==> config.mk <==
export PLATFORM = sky130hd
export DESIGN_NAME = intr_route_bank
export DESIGN_NICKNAME = d
export VERILOG_FILES = /design/src/rtl/intr_bank_pkg.sv /design/src/rtl/intr_half_regs.sv /design/src/rtl/intr_bank_collect.sv /design/src/rtl/intr_route_bank.sv
export SDC_FILE = /design/constraint.sdc
export NUM_CORES = 1
export LEC_CHECK = 0
export BUFFER_PORTS_ARGS = -buffer_cell sky130_fd_sc_hd__buf_2
export CORE_MARGIN = 3
export CORE_UTILIZATION = 45
export DETAILED_ROUTE_END_ITERATION = 10
export PLACE_DENSITY = 0.75
export SETUP_SLACK_MARGIN = 0.3
export SKIP_LAST_GASP = 1
export SLEW_MARGIN = 20
export SYNTH_ARGS = -nofsm -noshare
export SYNTH_HDL_FRONTEND = slang
export SYNTH_HIERARCHICAL = 1
export SYNTH_SLANG_ARGS = --single-unit
export TNS_END_PERCENT = 50
==> constraint.sdc <==
create_clock -name clk -period 3.8 [get_ports clk]
set_input_delay 0.38 -clock clk [delete_from_list [all_inputs] [get_ports clk]]
set_output_delay 0.38 -clock clk [all_outputs]
set_load 0.02 [all_outputs]
==> src/rtl/intr_bank_pkg.sv <==
package intr_bank_pkg;
  localparam int OFS_STAT   = 'h00;
  localparam int OFS_RAW    = 'h04;
  localparam int OFS_ENSET  = 'h08;
  localparam int OFS_ENCLR  = 'h0C;
  localparam int OFS_SWSET  = 'h10;
  localparam int OFS_SWCLR  = 'h14;
  localparam int GROUP_SPAN = 'h18;

  typedef enum logic [2:0] {
    RG_NONE,
    RG_STAT,
    RG_RAW,
    RG_ENSET,
    RG_ENCLR,
    RG_SWSET,
    RG_SWCLR
  } reg_sel_e;

  function automatic reg_sel_e decode_ofs(input int ofs);
    reg_sel_e s;
    case (ofs)
      OFS_STAT:  s = RG_STAT;
      OFS_RAW:   s = RG_RAW;
      OFS_ENSET: s = RG_ENSET;
      OFS_ENCLR: s = RG_ENCLR;
      OFS_SWSET: s = RG_SWSET;
      OFS_SWCLR: s = RG_SWCLR;
      default:   s = RG_NONE;
    endcase
    return s;
  endfunction
endpackage

==> src/rtl/intr_half_regs.sv <==
module intr_half_regs
  import intr_bank_pkg::*;
#(
  parameter int HALF_W = 32
) (
  input  logic              clk,
  input  logic              rst_n,
  input  logic              wr_en,
  input  reg_sel_e          sel,
  input  logic [HALF_W-1:0] wdata,
  input  logic [HALF_W-1:0] line_i,
  output logic [HALF_W-1:0] en_q,
  output logic [HALF_W-1:0] soft_q,
  output logic [HALF_W-1:0] status,
  output logic [HALF_W-1:0] rdata
);
  logic [HALF_W-1:0] raw;

  always_ff @(posedge clk or negedge rst_n) begin
    if (!rst_n) begin
      en_q   <= '0;
      soft_q <= '0;
    end else if (wr_en) begin
      case (sel)
        RG_ENSET: en_q   <= en_q | wdata;
        RG_ENCLR: en_q   <= en_q & ~wdata;
        RG_SWSET: soft_q <= soft_q | wdata;
        RG_SWCLR: soft_q <= soft_q & ~wdata;
        default: ;
      endcase
    end
  end

  assign raw    = line_i | soft_q;
  assign status = raw & en_q;

  always_comb begin
    case (sel)
      RG_STAT:            rdata = status;
      RG_RAW:             rdata = raw;
      RG_ENSET, RG_ENCLR: rdata = en_q;
      RG_SWSET, RG_SWCLR: rdata = soft_q;
      default:            rdata = '0;
    endcase
  end
endmodule

==> src/rtl/intr_bank_collect.sv <==
module intr_bank_collect #(
  parameter int HALF_W     = 32,
  parameter int NUM_HALVES = 2
) (
  input  logic [NUM_HALVES-1:0][HALF_W-1:0] rdata_h,
  input  logic [NUM_HALVES-1:0][HALF_W-1:0] status_h,
  output logic [HALF_W-1:0]                 rdata,
  output logic                              irq
);
  always_comb begin
    rdata = '0;
    irq   = 1'b0;
    for (int h = 0; h < NUM_HALVES; h++) begin
      rdata = rdata | rdata_h[h];
      irq   = irq | (|status_h[h]);
    end
  end
endmodule

==> src/rtl/intr_route_bank.sv <==
module intr_route_bank
  import intr_bank_pkg::*;
#(
  parameter int NUM_LINES = 64,
  parameter int HALF_W    = 32,
  parameter int ADDR_W    = 6
) (
  input  logic                 clk,
  input  logic                 rst_n,
  input  logic [NUM_LINES-1:0] line_i,
  input  logic                 bus_sel,
  input  logic                 bus_wr,
  input  logic [ADDR_W-1:0]    bus_addr,
  input  logic [HALF_W-1:0]    bus_wdata,
  output logic [HALF_W-1:0]    bus_rdata,
  output logic                 irq_o
);
  localparam int NUM_HALVES = NUM_LINES / HALF_W;

  logic [NUM_HALVES-1:0][HALF_W-1:0] rdata_h;
  logic [NUM_HALVES-1:0][HALF_W-1:0] status_h;
  logic [NUM_LINES-1:0]              en_all;
  logic [NUM_LINES-1:0]              soft_all;
  logic                              wr_en;

  assign wr_en = bus_sel & bus_wr;

  for (genvar h = 0; h < NUM_HALVES; h++) begin : g_half
    localparam int BASE = h * GROUP_SPAN;
    int       ofs;
    logic     hit;
    reg_sel_e sel;

    assign ofs = int'(bus_addr) - BASE;
    assign hit = (int'(bus_addr) >= BASE) && (int'(bus_addr) < BASE + GROUP_SPAN);
    assign sel = hit ? decode_ofs(ofs) : RG_NONE;

    intr_half_regs #(.HALF_W(HALF_W)) u_half (
      .clk    (clk),
      .rst_n  (rst_n),
      .wr_en  (wr_en),
      .sel    (sel),
      .wdata  (bus_wdata),
      .line_i (line_i[h*HALF_W +: HALF_W]),
      .en_q   (en_all[h*HALF_W +: HALF_W]),
      .soft_q (soft_all[h*HALF_W +: HALF_W]),
      .status (status_h[h]),
      .rdata  (rdata_h[h])
    );
  end

  intr_bank_collect #(.HALF_W(HALF_W), .NUM_HALVES(NUM_HALVES)) u_collect (
    .rdata_h  (rdata_h),
    .status_h (status_h),
    .rdata    (bus_rdata),
    .irq      (irq_o)
  );
endmodule

Word level (Yosys, flattened, before mapping). Index checks and enable logic that the tools add are counted.

Logic and storage cells: 73. Output and inout bits: 33. Input bits: 106. Register bits: 128.

Add/sub/neg operators: 1. Mux-type cells: 10. Bitwise logic cells: 16. Eq/ne operators: 22. Reductions and logical operators: 17. Magnitude comparators: 3.

Operator list (count): one-hot mux 32 bit (2 select lines) (4); one-hot mux 32 bit (4 select lines) (2); bitwise OR 32 bit (7); bitwise AND 32 bit (6); == test 32 x 4 -> 1 bit, second input constant (2); == test 32 x 5 -> 1 bit, second input constant (2); zero test 32 bit (2); OR reduction 32 bit (2); one-hot mux 3 bit (6 select lines) (2); == test 32 x 3 -> 1 bit, second input constant (1); NOT 32 bit (1); == test 3 bit, second input constant (6); == test 3 x 2 -> 1 bit, second input constant (4); == test 6 x 4 -> 1 bit, second input constant (2); == test 6 x 5 -> 1 bit, second input constant (2); AND reduction 2 bit (4); nonzero test 2 bit (4); OR reduction 2 bit (4); subtractor 6 x 5 -> 7 bit, second input constant (1); == test 3 x 1 -> 1 bit, second input constant (2); == test 6 x 3 -> 1 bit, second input constant (1); >= comparator 6 x 5 -> 1 bit, second input constant (1); less-than comparator 6 x 5 -> 1 bit, second input constant (1); less-than comparator 6 bit, second input constant (1); other kinds (4) (5).

Longest topological paths before layout.
Depth in word-level cells: 8. Mapped depth: 11. Gate-level depth less buffers: 9.

Modules after synthesis. The synthesis kept the hierarchy.

Modules (own cells, without submodules): intr_half_regs (instances 2, cells an instance 577, area an instance 4515.6 um^2, seq. area each 1601.5 um^2); intr_bank_collect (instances 1, cells an instance 53, area an instance 339.1 um^2, seq. area each 0.0 um^2); intr_route_bank (instances 1, cells an instance 25, area an instance 201.4 um^2, seq. area each 0.0 um^2).

Worst setup path before layout. No wires, ideal clock.

Path type: input to output. Start point: in bus_addr[3]. End point: out bus_rdata[0]. Setup slack: 447 ps. Path buffers: 1. Data arrival time: 2973 ps. Data required time: 3420 ps. Stages on the path: 10. Cells stage by stage: ha_1 inv_1 ha_1 or3b_4 a2111oi_2 nand2b_1 clkbuf_1 a2111oi_0 a221o_1 or2_2.

RTL lines: from (decl) (RTL line intr_route_bank.sv:13) `input logic [ADDR_W-1:0] bus_addr,`; to (decl) (RTL line intr_route_bank.sv:15) `output logic [HALF_W-1:0] bus_rdata,`.

==> results_dict.tcl <==
set metrics [dict create \
    num-nets-final 1450 \
    chipHeight_um 152 \
    cts_sinks 128 \
    finalSetupTns_ns 0 \
    clk_transition_reported_paths_ns 0.06 \
    synthesis.instances 1232 \
    ys_warn_count 6 \
    first_global_vias 10124 \
    rsz_0062_raised_after_global_routing "yes" \
    antenna_found_initial 10 \
    yosysSeqAreaShare 0.335 \
    routed-via-count 11045 \
    place_inst 1584 \
    drv_cap 0 \
    vias_per_cell 6.77 \
    clock_tree.htree_level_count 4 \
    first_pass_grt_wire_length_um 54600 \
    cp_max_fo 12 \
    post_synth_instance_area_um2 9570 \
    place.detailed.hpwl_um 23000 \
    critPathCaptureType "output port" \
    setup.worst_path.class "input pin to output port" \
    tritoncts_clock_tree "yes" \
    critical_path_buf_inv_count 5 \
    min_path_type "input pin to asynchronous set/reset pin" \
    timing.final.max_slew_violations 0 \
    remaining_max_slew_budget_at_the_tightest_pin 0.408 \
    cts_max_path_buffers 2 \
    tightest_slew_ns 0.880 \
    fillerInstances 1871 \
    source_to_sink_clock_delay_at_the_later_pin_of_the_worst_skew_pair_ns 0.42 \
    finalWeightedCongestion 0.903 \
    cp.arrival_ns 3.08 \
    die_width_um 152 \
    finalHoldViolCount 4 \
    avgSynthCellArea_um2 7.77 \
    drt_iter0_markers 1444 \
    io_pins 139 \
    effective_utilization_at_floorplan 0.466 \
    fin_skew_ns 0 \
    violated_checks "negative hold slack" \
    antenna_violating_nets_post_route 0 \
    critPathLaunchType "input pin" \
    synth-seq-cells 128 \
    cts-root-buf "sky130_fd_sc_hd__clkbuf_16" \
    cellLeakagePower_nw 4.92 \
    worst_hold_slack_ns -0.00479 \
    syn-num-nets 1340 \
    cts_made_buffers 17 \
    detailedRoute.firstPassIterationCount 8 \
    min_period_ns 3.46 \
    netlist-cell-type-count 44 \
    design.core.area_um2 20600 \
    final_cell_count_no_fill 1632 \
    grt_max_degree 99 \
    timing.fmax_mhz 289 \
    placementRows 52 \
    vdd_ir_drop_max_v 0.000226 \
    area.growth.synth_to_final_pct 21.6 \
    avgRoutedWirePerCell_um 21.5 \
    critical-path-max-stage-delay_ns 0.41 \
    port_buffers 138 \
    drc 0 \
    crit_path_cell_trace "buf_2 > ha_4 > inv_1 > ha_1 > or3b_4 > a2111oi_4 > buf_4 > nand2b_4 > buf_4 > o32ai_1 > a311o_1 > or2_4 > buf_4" \
    status "finished, violations left" \
    gr-total-overflow 0 \
    leading_cell_types_in_the_layout_fill_and_taps_excluded "232 x sky130_fd_sc_hd__a21oi_1, 133 x sky130_fd_sc_hd__buf_2, 128 x sky130_fd_sc_hd__dfrtp_1, 126 x sky130_fd_sc_hd__o21ai_0, 89 x sky130_fd_sc_hd__nand2_1" \
    most_repeated_library_cell_on_the_critical_path "sky130_fd_sc_hd__buf_4" \
    setup_viol 0 \
    powerDensity_nw_per_um2 303 \
    timing.critical_path.required_ns 3.42 \
    finalCritPeriodShare 0.912 \
    total_routed_length_um 35100 \
    slowest_stage "sky130_fd_sc_hd__or3b_4" \
    share_of_cells_above_drive_strength_1 0.218 \
    die_area_um2 23100 \
    category_of_cells_accounting_for_the_largest_share_of_critical_path_delay "simple AND/OR/NAND/NOR gates" \
    most_common_cell_after_layout_fill_and_taps_aside "sky130_fd_sc_hd__a21oi_1" \
    global_route.usage.total 0.286 \
]
-- path summary, 6_finish.rpt --
check	startpoint	end	slack [ns]	cells past startpoint
hold / removal	rst_n	asynchronous set/reset pin	-0.005	1
hold reg to reg	flip-flop	flip-flop	0.57	2
setup reg to reg	flip-flop	flip-flop	2.92	2
max in group asynchronous	rst_n	asynchronous set/reset pin	2.90	2
min in group clk	bus_wdata[7]	flip-flop	0.32	3
setup / recovery	bus_addr[4]	bus_rdata[31]	0.34	13
-- synthesized netlist by cell type (all sizes together) --
library cell  instances  area, µm²
inv                  72        270
nand2                90        338
a211oi                1       7.51
and2                  3       18.8
or4b                  1       13.8
o21a                 64        480
a221oi                2       23.8
dfrtp               128       3200
a21oi               234       1170
a31oi                42        263
nor4                 16        106
mux2i                 4       40.0
nand2b                4       25.0
nor3                 66        330
or3                   1       6.26
and3                  2       12.5
buf                  47        338
nand4b                1       8.76
a311o                 2       20.0
or4                   1       7.51
or3b                  5       46.3
or2                  32        200
clkbuf               62        233
a2111oi              63        558
ha                    2       25.0
o211ai               22        165
or2b                  1       7.51
nor2b                 1       6.26
a221o                62        621
nand4                 4       25.0
o32ai                 2       17.5
nand3                64        320
o21ai               128        641
nand3b                3       22.5
-- power by group --
part	internal [mW]	total [mW]	switching, mW
logic	0.116	0.353	0.237
clock network	1.18	1.80	0.625
registers	1.37	1.37	0.00328
-- metal layers --
metal / track usage / vias to the layer above / part of all wire
li1: - / 4944 / -
met2: 0.441 / 645 / 0.46
met5: 0 / - / 0.00080
met4: 0.133 / 6 / 0.045
met3: 0.0452 / 125 / 0.099
met1: 0.398 / 5325 / 0.40
-- kinds of logic after synthesis --
group,share of synthesized area
and+or+nand+nor,0.156
muxes,0.00418
adders and majority gates,0.00261
DFF,0.335
buffers and inverters,0.0878
AOI/OAI and AO/OA,0.415
-- layout make-up --
type | instances | area [µm²] | share of cell area
Antenna cell | 7 | 17.5 | 0.00151
Clock buffer | 21 | 450 | 0.0387
Sequential cell | 128 | 3200 | 0.275
Multi-Input combinational cell | 923 | 5780 | 0.497
Tap cell | 270 | 338 | 0.0290
Clock inverter | 11 | 186 | 0.0160
Inverter | 72 | 270 | 0.0232
Timing Repair Buffer | 200 | 1390 | 0.119
-- stage by stage --
| stage | hold WS (ns) | instance area, µm² | utilization | power, mW | worst slack, ns |
|---|---|---|---|---|---|
| after CTS | 0.00791 | 11300 | 0.551 | 3.51 | 0.277 |
| final | -0.00479 | 11600 | 0.566 | 3.52 | 0.336 |
| after detailed placement | 0.455 | 10600 | 0.517 | 1.72 | 0.0706 |
| after global routing | 0.0370 | 11600 | 0.566 | 3.62 | 0.218 |
| after global placement | 0.471 | 10600 | 0.517 | 1.71 | 0.150 |
| after floorplan | 0.0844 | 9570 | - | 1.52 | 0.447 |
-- timing repair --
item / in CTS / in global routing
hold buffers: 0 / 0
endpoints found under the setup margin: 32 / 32
buffers inserted: 5 / 4
pin swaps: 1 / 5
resized for setup: 9 / 83
No activity file was read; power rests on OpenSTA's default activity.
